<file path="src/rtl/spc_pkg.sv">
package spc_pkg;
  localparam int PHASE_BITS  = 4;
  localparam int PHASE_SHIFT = 12;

  typedef enum logic [2:0] {
    OP_HUP    = 3'd0,
    OP_VUP    = 3'd1,
    OP_HINIT  = 3'd2,
    OP_HDELTA = 3'd3,
    OP_VINIT  = 3'd4,
    OP_VDELTA = 3'd5
  } spcOp_e;

  typedef enum logic [2:0] {
    ST_IDLE,
    ST_CHECK,
    ST_ISSUE,
    ST_WAIT,
    ST_FIN
  } spcState_e;

  typedef struct packed {
    logic   capture;
    logic   divGo;
    logic   store;
    spcOp_e op;
    logic   finOk;
    logic   finOff;
    logic   finErr;
  } spcStrobe_t;
endpackage

</file>
<file path="src/rtl/spc_divider.sv">
module spc_divider #(
  parameter int W = 64
) (
  input  logic         clk,
  input  logic         rstN,
  input  logic         go,
  input  logic [W-1:0] dividend,
  input  logic [W-1:0] divisor,
  output logic         fin,
  output logic [W-1:0] quo,
  output logic [W-1:0] rem
);
  localparam int CNT_W = $clog2(W + 1);

  logic [W:0]       remR;
  logic [W-1:0]     quoR;
  logic [W-1:0]     dvsR;
  logic [CNT_W-1:0] cnt;
  logic             active;
  logic [W:0]       trial;
  logic             fits;

  assign trial = {remR[W-1:0], quoR[W-1]};
  assign fits  = trial >= {1'b0, dvsR};

  always_ff @(posedge clk or negedge rstN) begin
    if (!rstN) begin
      remR   <= '0;
      quoR   <= '0;
      dvsR   <= '0;
      cnt    <= '0;
      active <= 1'b0;
      fin    <= 1'b0;
    end else begin
      fin <= 1'b0;
      if (go && !active) begin
        remR   <= '0;
        quoR   <= dividend;
        dvsR   <= divisor;
        cnt    <= CNT_W'(W);
        active <= 1'b1;
      end else if (active) begin
        remR <= fits ? (trial - {1'b0, dvsR}) : trial;
        quoR <= {quoR[W-2:0], fits};
        cnt  <= cnt - 1'b1;
        if (cnt == CNT_W'(1)) begin
          active <= 1'b0;
          fin    <= 1'b1;
        end
      end
    end
  end

  assign quo = quoR;
  assign rem = remR[W-1:0];
endmodule

</file>
<file path="src/rtl/spc_ctrl.sv">
module spc_ctrl
  import spc_pkg::*;
(
  input  logic       clk,
  input  logic       rstN,
  input  logic       start,
  input  logic       maskZero,
  input  logic       maskMulti,
  input  logic       zeroDiv,
  input  logic       divFin,
  output spcStrobe_t strb
);
  spcState_e state, stateNxt;
  spcOp_e    opR, opNxt;

  always_comb begin
    stateNxt = state;
    opNxt    = opR;
    strb     = '0;
    strb.op  = opR;
    unique case (state)
      ST_IDLE: begin
        if (start) begin
          strb.capture = 1'b1;
          stateNxt     = ST_CHECK;
        end
      end
      ST_CHECK: begin
        if (maskZero) begin
          strb.finOff = 1'b1;
          stateNxt    = ST_IDLE;
        end else if (maskMulti || zeroDiv) begin
          strb.finErr = 1'b1;
          stateNxt    = ST_IDLE;
        end else begin
          opNxt    = OP_HUP;
          stateNxt = ST_ISSUE;
        end
      end
      ST_ISSUE: begin
        strb.divGo = 1'b1;
        stateNxt   = ST_WAIT;
      end
      ST_WAIT: begin
        if (divFin) begin
          strb.store = 1'b1;
          if (opR == OP_VDELTA) begin
            stateNxt = ST_FIN;
          end else begin
            opNxt    = spcOp_e'(opR + 3'd1);
            stateNxt = ST_ISSUE;
          end
        end
      end
      ST_FIN: begin
        strb.finOk = 1'b1;
        stateNxt   = ST_IDLE;
      end
      default: stateNxt = ST_IDLE;
    endcase
  end

  always_ff @(posedge clk or negedge rstN) begin
    if (!rstN) begin
      state <= ST_IDLE;
      opR   <= OP_HUP;
    end else begin
      state <= stateNxt;
      opR   <= opNxt;
    end
  end
endmodule

</file>
<file path="src/rtl/spc_datapath.sv">
module spc_datapath
  import spc_pkg::*;
#(
  parameter int FIX_W  = 32,
  parameter int OUT_W  = 16,
  parameter int MASK_W = 8,
  parameter int PH_W   = 32,
  parameter int DIV_W  = 64
) (
  input  logic              clk,
  input  logic              rstN,
  input  spcStrobe_t        strb,
  input  logic [FIX_W-1:0]  srcWidth,
  input  logic [FIX_W-1:0]  srcHeight,
  input  logic [OUT_W-1:0]  outWidth,
  input  logic [OUT_W-1:0]  outHeight,
  input  logic              rotate,
  input  logic [MASK_W-1:0] scaleMask,
  input  logic [PH_W:0]     quoLo,
  output logic              maskZero,
  output logic              maskMulti,
  output logic              zeroDiv,
  output logic [MASK_W-1:0] capMask,
  output logic [DIV_W-1:0]  dvd,
  output logic [DIV_W-1:0]  dvs,
  output logic              done,
  output logic              err,
  output logic              scaleEn,
  output logic              enhEn,
  output logic [PH_W-1:0]   hUpFactor,
  output logic [PH_W-1:0]   vUpFactor,
  output logic [PH_W-1:0]   hInitPhase,
  output logic [PH_W-1:0]   hDeltaPhase,
  output logic [PH_W-1:0]   vInitPhase,
  output logic [PH_W-1:0]   vDeltaPhase
);
  localparam int FRAC  = FIX_W / 2;
  localparam int INT_W = FIX_W - FRAC;
  localparam int UP_SH = 2 * FRAC;
  localparam int DL_SH = PHASE_BITS + PHASE_SHIFT;

  logic [FIX_W-1:0] capSrcW, capSrcH;
  logic [OUT_W-1:0] capOutW, capOutH;
  logic             capRot;
  logic [INT_W-1:0] inW, inH;
  logic [PH_W:0]    roundSum;
  logic [PH_W-1:0]  halfStep;
  logic             enhNow;

  always_ff @(posedge clk or negedge rstN) begin
    if (!rstN) begin
      capSrcW <= '0;
      capSrcH <= '0;
      capOutW <= '0;
      capOutH <= '0;
      capRot  <= 1'b0;
      capMask <= '0;
    end else if (strb.capture) begin
      capSrcW <= srcWidth;
      capSrcH <= srcHeight;
      capOutW <= outWidth;
      capOutH <= outHeight;
      capRot  <= rotate;
      capMask <= scaleMask;
    end
  end

  assign inW       = capRot ? capSrcH[FIX_W-1:FRAC] : capSrcW[FIX_W-1:FRAC];
  assign inH       = capRot ? capSrcW[FIX_W-1:FRAC] : capSrcH[FIX_W-1:FRAC];
  assign maskZero  = capMask == '0;
  assign maskMulti = (capMask & (capMask - MASK_W'(1))) != '0;
  assign zeroDiv   = (capSrcW == '0) || (capSrcH == '0) ||
                     (capOutW == '0) || (capOutH == '0);

  always_comb begin
    dvd = '0;
    dvs = '0;
    unique case (strb.op)
      OP_HUP:    begin dvd = DIV_W'(capOutW) << UP_SH;      dvs = DIV_W'(capSrcW); end
      OP_VUP:    begin dvd = DIV_W'(capOutH) << UP_SH;      dvs = DIV_W'(capSrcH); end
      OP_HINIT:  begin dvd = DIV_W'(inW) << PHASE_BITS;     dvs = DIV_W'(capOutW); end
      OP_HDELTA: begin dvd = DIV_W'(inW) << DL_SH;          dvs = DIV_W'(capOutW); end
      OP_VINIT:  begin dvd = DIV_W'(inH) << PHASE_BITS;     dvs = DIV_W'(capOutH); end
      OP_VDELTA: begin dvd = DIV_W'(inH) << DL_SH;          dvs = DIV_W'(capOutH); end
      default:   begin dvd = '0;                            dvs = '0;              end
    endcase
  end

  assign roundSum = quoLo + (PH_W+1)'(1);
  assign halfStep = roundSum[PH_W:1];
  assign enhNow   = (hUpFactor[PH_W-1:FRAC] >= (PH_W-FRAC)'(2)) ||
                    (vUpFactor[PH_W-1:FRAC] >= (PH_W-FRAC)'(2));

  always_ff @(posedge clk or negedge rstN) begin
    if (!rstN) begin
      done        <= 1'b0;
      err         <= 1'b0;
      scaleEn     <= 1'b0;
      enhEn       <= 1'b0;
      hUpFactor   <= '0;
      vUpFactor   <= '0;
      hInitPhase  <= '0;
      hDeltaPhase <= '0;
      vInitPhase  <= '0;
      vDeltaPhase <= '0;
    end else begin
      done <= strb.finOk | strb.finOff | strb.finErr;
      if (strb.store) begin
        unique case (strb.op)
          OP_HUP:    hUpFactor   <= quoLo[PH_W-1:0];
          OP_VUP:    vUpFactor   <= quoLo[PH_W-1:0];
          OP_HINIT:  hInitPhase  <= halfStep;
          OP_HDELTA: hDeltaPhase <= quoLo[PH_W-1:0];
          OP_VINIT:  vInitPhase  <= halfStep;
          OP_VDELTA: vDeltaPhase <= quoLo[PH_W-1:0];
          default:   ;
        endcase
      end
      if (strb.finOk) begin
        err     <= 1'b0;
        scaleEn <= 1'b1;
        enhEn   <= enhNow;
      end else if (strb.finOff || strb.finErr) begin
        err         <= strb.finErr;
        scaleEn     <= 1'b0;
        enhEn       <= 1'b0;
        hUpFactor   <= '0;
        vUpFactor   <= '0;
        hInitPhase  <= '0;
        hDeltaPhase <= '0;
        vInitPhase  <= '0;
        vDeltaPhase <= '0;
      end
    end
  end
endmodule

</file>
<file path="src/rtl/scaler_phase_calc.sv">
module scaler_phase_calc
  import spc_pkg::*;
#(
  parameter int FIX_W  = 32,
  parameter int OUT_W  = 16,
  parameter int MASK_W = 8,
  parameter int PH_W   = 32,
  parameter int DIV_W  = 64
) (
  input  logic              clk,
  input  logic              rstN,
  input  logic              start,
  input  logic [FIX_W-1:0]  srcWidth,
  input  logic [FIX_W-1:0]  srcHeight,
  input  logic [OUT_W-1:0]  outWidth,
  input  logic [OUT_W-1:0]  outHeight,
  input  logic              rotate,
  input  logic [MASK_W-1:0] scaleMask,
  output logic              done,
  output logic              err,
  output logic              scaleEn,
  output logic              enhEn,
  output logic [PH_W-1:0]   hUpFactor,
  output logic [PH_W-1:0]   vUpFactor,
  output logic [PH_W-1:0]   hInitPhase,
  output logic [PH_W-1:0]   hDeltaPhase,
  output logic [PH_W-1:0]   vInitPhase,
  output logic [PH_W-1:0]   vDeltaPhase
);
  spcStrobe_t        strb;
  logic              maskZero, maskMulti, zeroDiv, divFin;
  logic [MASK_W-1:0] capMask;
  logic [DIV_W-1:0]  dvd, dvs, quo, rem;

  spc_ctrl ctrl_i (
    .clk(clk), .rstN(rstN), .start(start),
    .maskZero(maskZero), .maskMulti(maskMulti), .zeroDiv(zeroDiv),
    .divFin(divFin), .strb(strb)
  );

  spc_divider #(.W(DIV_W)) div_i (
    .clk(clk), .rstN(rstN), .go(strb.divGo),
    .dividend(dvd), .divisor(dvs),
    .fin(divFin), .quo(quo), .rem(rem)
  );

  spc_datapath #(
    .FIX_W(FIX_W), .OUT_W(OUT_W), .MASK_W(MASK_W), .PH_W(PH_W), .DIV_W(DIV_W)
  ) dp_i (
    .clk(clk), .rstN(rstN), .strb(strb),
    .srcWidth(srcWidth), .srcHeight(srcHeight),
    .outWidth(outWidth), .outHeight(outHeight),
    .rotate(rotate), .scaleMask(scaleMask), .quoLo(quo[PH_W:0]),
    .maskZero(maskZero), .maskMulti(maskMulti), .zeroDiv(zeroDiv),
    .capMask(capMask), .dvd(dvd), .dvs(dvs),
    .done(done), .err(err), .scaleEn(scaleEn), .enhEn(enhEn),
    .hUpFactor(hUpFactor), .vUpFactor(vUpFactor),
    .hInitPhase(hInitPhase), .hDeltaPhase(hDeltaPhase),
    .vInitPhase(vInitPhase), .vDeltaPhase(vDeltaPhase)
  );
endmodule

</file>
<file path="config.mk">
export PLATFORM = sky130hd
export DESIGN_NAME = scaler_phase_calc
export DESIGN_NICKNAME = d
export VERILOG_FILES = /design/src/rtl/spc_pkg.sv /design/src/rtl/spc_divider.sv /design/src/rtl/spc_ctrl.sv /design/src/rtl/spc_datapath.sv /design/src/rtl/scaler_phase_calc.sv
export SDC_FILE = /design/constraint.sdc
export NUM_CORES = 1
export LEC_CHECK = 0
export BUFFER_PORTS_ARGS = -buffer_cell sky130_fd_sc_hd__buf_2
export CAP_MARGIN = 5
export CORE_ASPECT_RATIO = 1.2
export CORE_UTILIZATION = 53
export DETAILED_ROUTE_END_ITERATION = 10
export PLACE_DENSITY = 0.82
export SYNTH_ARGS = -nofsm -noshare
export SYNTH_HDL_FRONTEND = slang
export SYNTH_SLANG_ARGS = --single-unit
</file>
<file path="constraint.sdc">
create_clock -name clk -period 3.06 [get_ports clk]
set_input_delay 0.306 -clock clk [delete_from_list [all_inputs] [get_ports clk]]
set_output_delay 0.306 -clock clk [all_outputs]
set_load 0.005 [all_outputs]
</file>
==> impl_metrics.yaml <==
synthesis:
  async_flop_share: 1.00
  yosysTopAreaCell: "dfrtp_1"
  synth.area.top_cells: "dfrtp_1 (52%), nand2_1 (6.6%), mux2_2 (5.1%)"
  synth_fp_nets: 2504
  netlist-cell-type-count: 71
  synth_top_cell_area_share: 0.518
  ys_ff_latch: 476
  synth_area_mm2: 0.0230
  synth_edf_count: 0
  synth_warnings: 0
  synth-main-ff-cell: "dfrtp_1"
  synth.yosys.seq_area_share: 0.518
  syn_avg_cell_area_um2: 9.77
  syn_inst: 2355
clocking:
  clk_latency_ps: 590
  h-tree-depth: 2
  numCtsBuffers: 47
  cts_tree: "yes"
  cts.sinks: 476
  clockRootBuffer: "clkbuf_16"
  clk_pin_slew_ps: 70
  clockBufferDepth: 3
hold_path:
  hp-class: "primary input to flip-flop"
  hold-path-endpoint: "ctrl_i.state[0]"
  holdPathStages: 3
  worst_hold_startpoint: "start"
cells_and_area:
  fin_cells: 3362
  synthToLayoutAreaGrowth_pct: 25.3
  seqCellArea_mm2: 0.0119
  final_cell_mix: "dfrtp_1 (475), nand2_1 (402), buf_2 (302)"
  layout.cells.most_common: "dfrtp_1"
  drive_above_1_share: 0.244
  multi_input_area_mm2: 0.0105
  n_fill_cell: 3109
  final_nets: 2920
timing:
  hold_viol: 0
  fin_skew_ps: 43.5
  slew_headroom: 0.295
  finalCritPeriodShare: 0.990
  setup_viol: 0
  setup_ws_ps: 30.5
  tightest_slew_ps: 1050
  hold_slack_ps: 38.5
  drv_slew: 0
  rsz0062_at_grt: "true"
  fin_crit_ps: 3030
  fmax_mhz: 330
pwr:
  power_mw: 31.1
  swShare: 0.413
  ir_drop_mv: 0.644
  p_int_mw: 18.2
  power_frac_seq: 0.356
  clock_power_share: 0.198
  switchingPower_mw: 12.8
  power_frac_comb: 0.446
  leakage_nw: 13.0
  powerDensity_mw_per_mm2: 1080
floorplanning:
  placementRows: 83
  design.die.area_mm2: 0.0442
  start_util: 0.538
  core_area_mm2: 0.0428
  ioPinCount: 304
  die_height_um: 230
  die_x_um: 192
flow_run:
  maxCapViolCount: 0
global_route:
  antenna_found_initial: 2
  overflow: 0
  globalRouteTotalUtil: 0.332
  grt_max_degree: 106
  grt_pass1_vias: 20600
  grt_pass1_wl_mm: 115
detailed_routing:
  drt-initial-drc-count: 2215
  postRouteAntennaNets: 0
  finalWirelength_mm: 74.2
  vias: 21100
  drt_pass1_iterations: 5
  wire_per_inst_um: 22.1
  vias_per_cell: 6.27
  drc: 0
critical_path:
  r2r_start: "div_i.dvsR[4]"
  critPathRequiredTime_ps: 3500
  cp_max_fo: 6
  max_stage_delay_ps: 390
  rr_endpoint: "div_i.remR[35]"
  crit_top_cell: "buf_4"
  crit_path_top_delay_cell: "ha_1"
  crit_path_end_kind: "flip-flop"
  r2r_slack_ps: 30
  path_cells: "inv_1 -> ha_1 -> nor2_1 -> a211oi_1 -> o31ai_2 -> buf_4 -> o21ai_2 -> a31oi_1 -> buf_4 -> o41a_1 -> o211a_1 -> xnor2_1 -> o21ai_0"
  path_delay_family: "compound AO/OA/AOI/OAI gates"
  worst-path-buf-inv: 3
  cp-start-kind: "flip-flop"
  worstSetupPathType: "flip-flop to flip-flop"
  crit_arrival_ps: 3470
  rr_worst_depth: 13
place:
  port_buffers: 303
  place_inst: 3161
  dp_hpwl_mm: 49.1
  place_ws_ps: -232
  finalWeightedCongestion: 0.953
run_status:
  status: "finished clean"
## final cells by class
type	instances	area share
diodes	2	0.000174
repair buffers	548	0.134
clock buffers	66	0.0485
multi-input cells	1636	0.363
inverters	62	0.00807
well taps	552	0.0240
flip-flops and latches	476	0.413
clock inverters	20	0.00903
## worst max-delay path by stage
stage	startpoint	to	slack, ps	cells after the start
finish	div_i.dvsR[4]	div_i.remR[35]	30	13
global route	div_i.dvsR[1]	div_i.remR[39]	-80	13
CTS	div_i.dvsR[1]	div_i.remR[43]	5	13
detailed placement	div_i.dvsR[0]	div_i.remR[34]	-230	14
global placement	div_i.dvsR[0]	div_i.remR[34]	-180	14
floorplan	div_i.dvsR[0]	div_i.remR[34]	40	12
## per-stage QoR
step	utilization	TNS [ps]	area (um2)
after floorplan	-	0	23000
after global placement	0.602	-1760	25800
after detailed placement	0.602	-2990	25800
after CTS	0.666	0	28500
after global routing	0.674	-667	28800
final	0.674	0	28800
## sequential cells by signal, indices dropped and copies added (netlist names), 3 cells and up
register / count
ctrl_i.opR: 3
div_i.cnt: 7
ctrl_i.state: 3
dp_i.capSrcH: 32
dp_i.capMask: 8
div_i.remR: 64
dp_i.hInitPhase: 32
dp_i.capOutW: 16
div_i.quo: 64
dp_i.vUpFactor: 32
dp_i.hDeltaPhase: 32
dp_i.hUpFactor: 32
dp_i.capOutH: 16
div_i.dvsR: 32
dp_i.vInitPhase: 32
dp_i.capSrcW: 32
dp_i.vDeltaPhase: 32
## tightest hold or removal path, delay by kind of cell
family	cells	cell delay, ps
compound gates	2	190
buf+inv	1	90
## synth_stat cells (5+ instances only)
cell and instances:
dfrtp_1 476, nand2_1 403, a21oi_1 174, clkbuf_1 147
o21ai_0 124, nor2_1 121, mux2_2 105, a22oi_1 104
a22o_1 71, a211oi_1 65, inv_1 62, xnor2_1 50
nor4_1 42, xor2_1 42, ha_1 40, nand3_1 32
nand4_1 28, o21ai_1 28, nor3_1 27, buf_1 20
a221oi_1 17, and2_1 14, a21o_1 12, nand2b_1 12
and3_1 10, buf_2 10, a31oi_1 7, a32oi_1 7
o21bai_1 7, a221o_1 6, nand4b_1 6, or3_1 6
o31ai_1 5
## power by group through the flow
stage	combinational, mW	sequential [mW]	clock, mW
after floorplan	8.98	9.62	0
after global placement	12.4	10.8	0
after detailed placement	12.7	10.9	0
after CTS	13.0	10.9	6.18
after global routing	15.1	11.2	6.46
final	13.8	11.1	6.15
## timing repair
item / 4_1_cts / 5_1_grt
hold buffers: 105 / 0
endpoints found under the setup margin: 18 / 64
gates cloned: 0 / 2
gates resized for setup: 7 / 52
pin swaps: 3 / 18
hold endpoints to repair: 175 / 0
buffers inserted: 0 / 6
## routing by layer
| metal | GRT usage | share of wire |
|---|---|---|
| met5 | 0 | 0 |
| met1 | 0.424 | 0.38 |
| met4 | 0.152 | 0.049 |
| met3 | 0.0501 | 0.085 |
| met2 | 0.553 | 0.48 |
## kinds of logic after synthesis
family / count (synthesis) / share of synthesized area
fa+ha+maj: 43 / 0.0235
mux: 109 / 0.0531
simple gates: 727 / 0.140
flops: 476 / 0.518
xor+xnor: 92 / 0.0350
buf+inv: 244 / 0.0417
compound gates: 664 / 0.189
(Power assumes the default switching activity.)
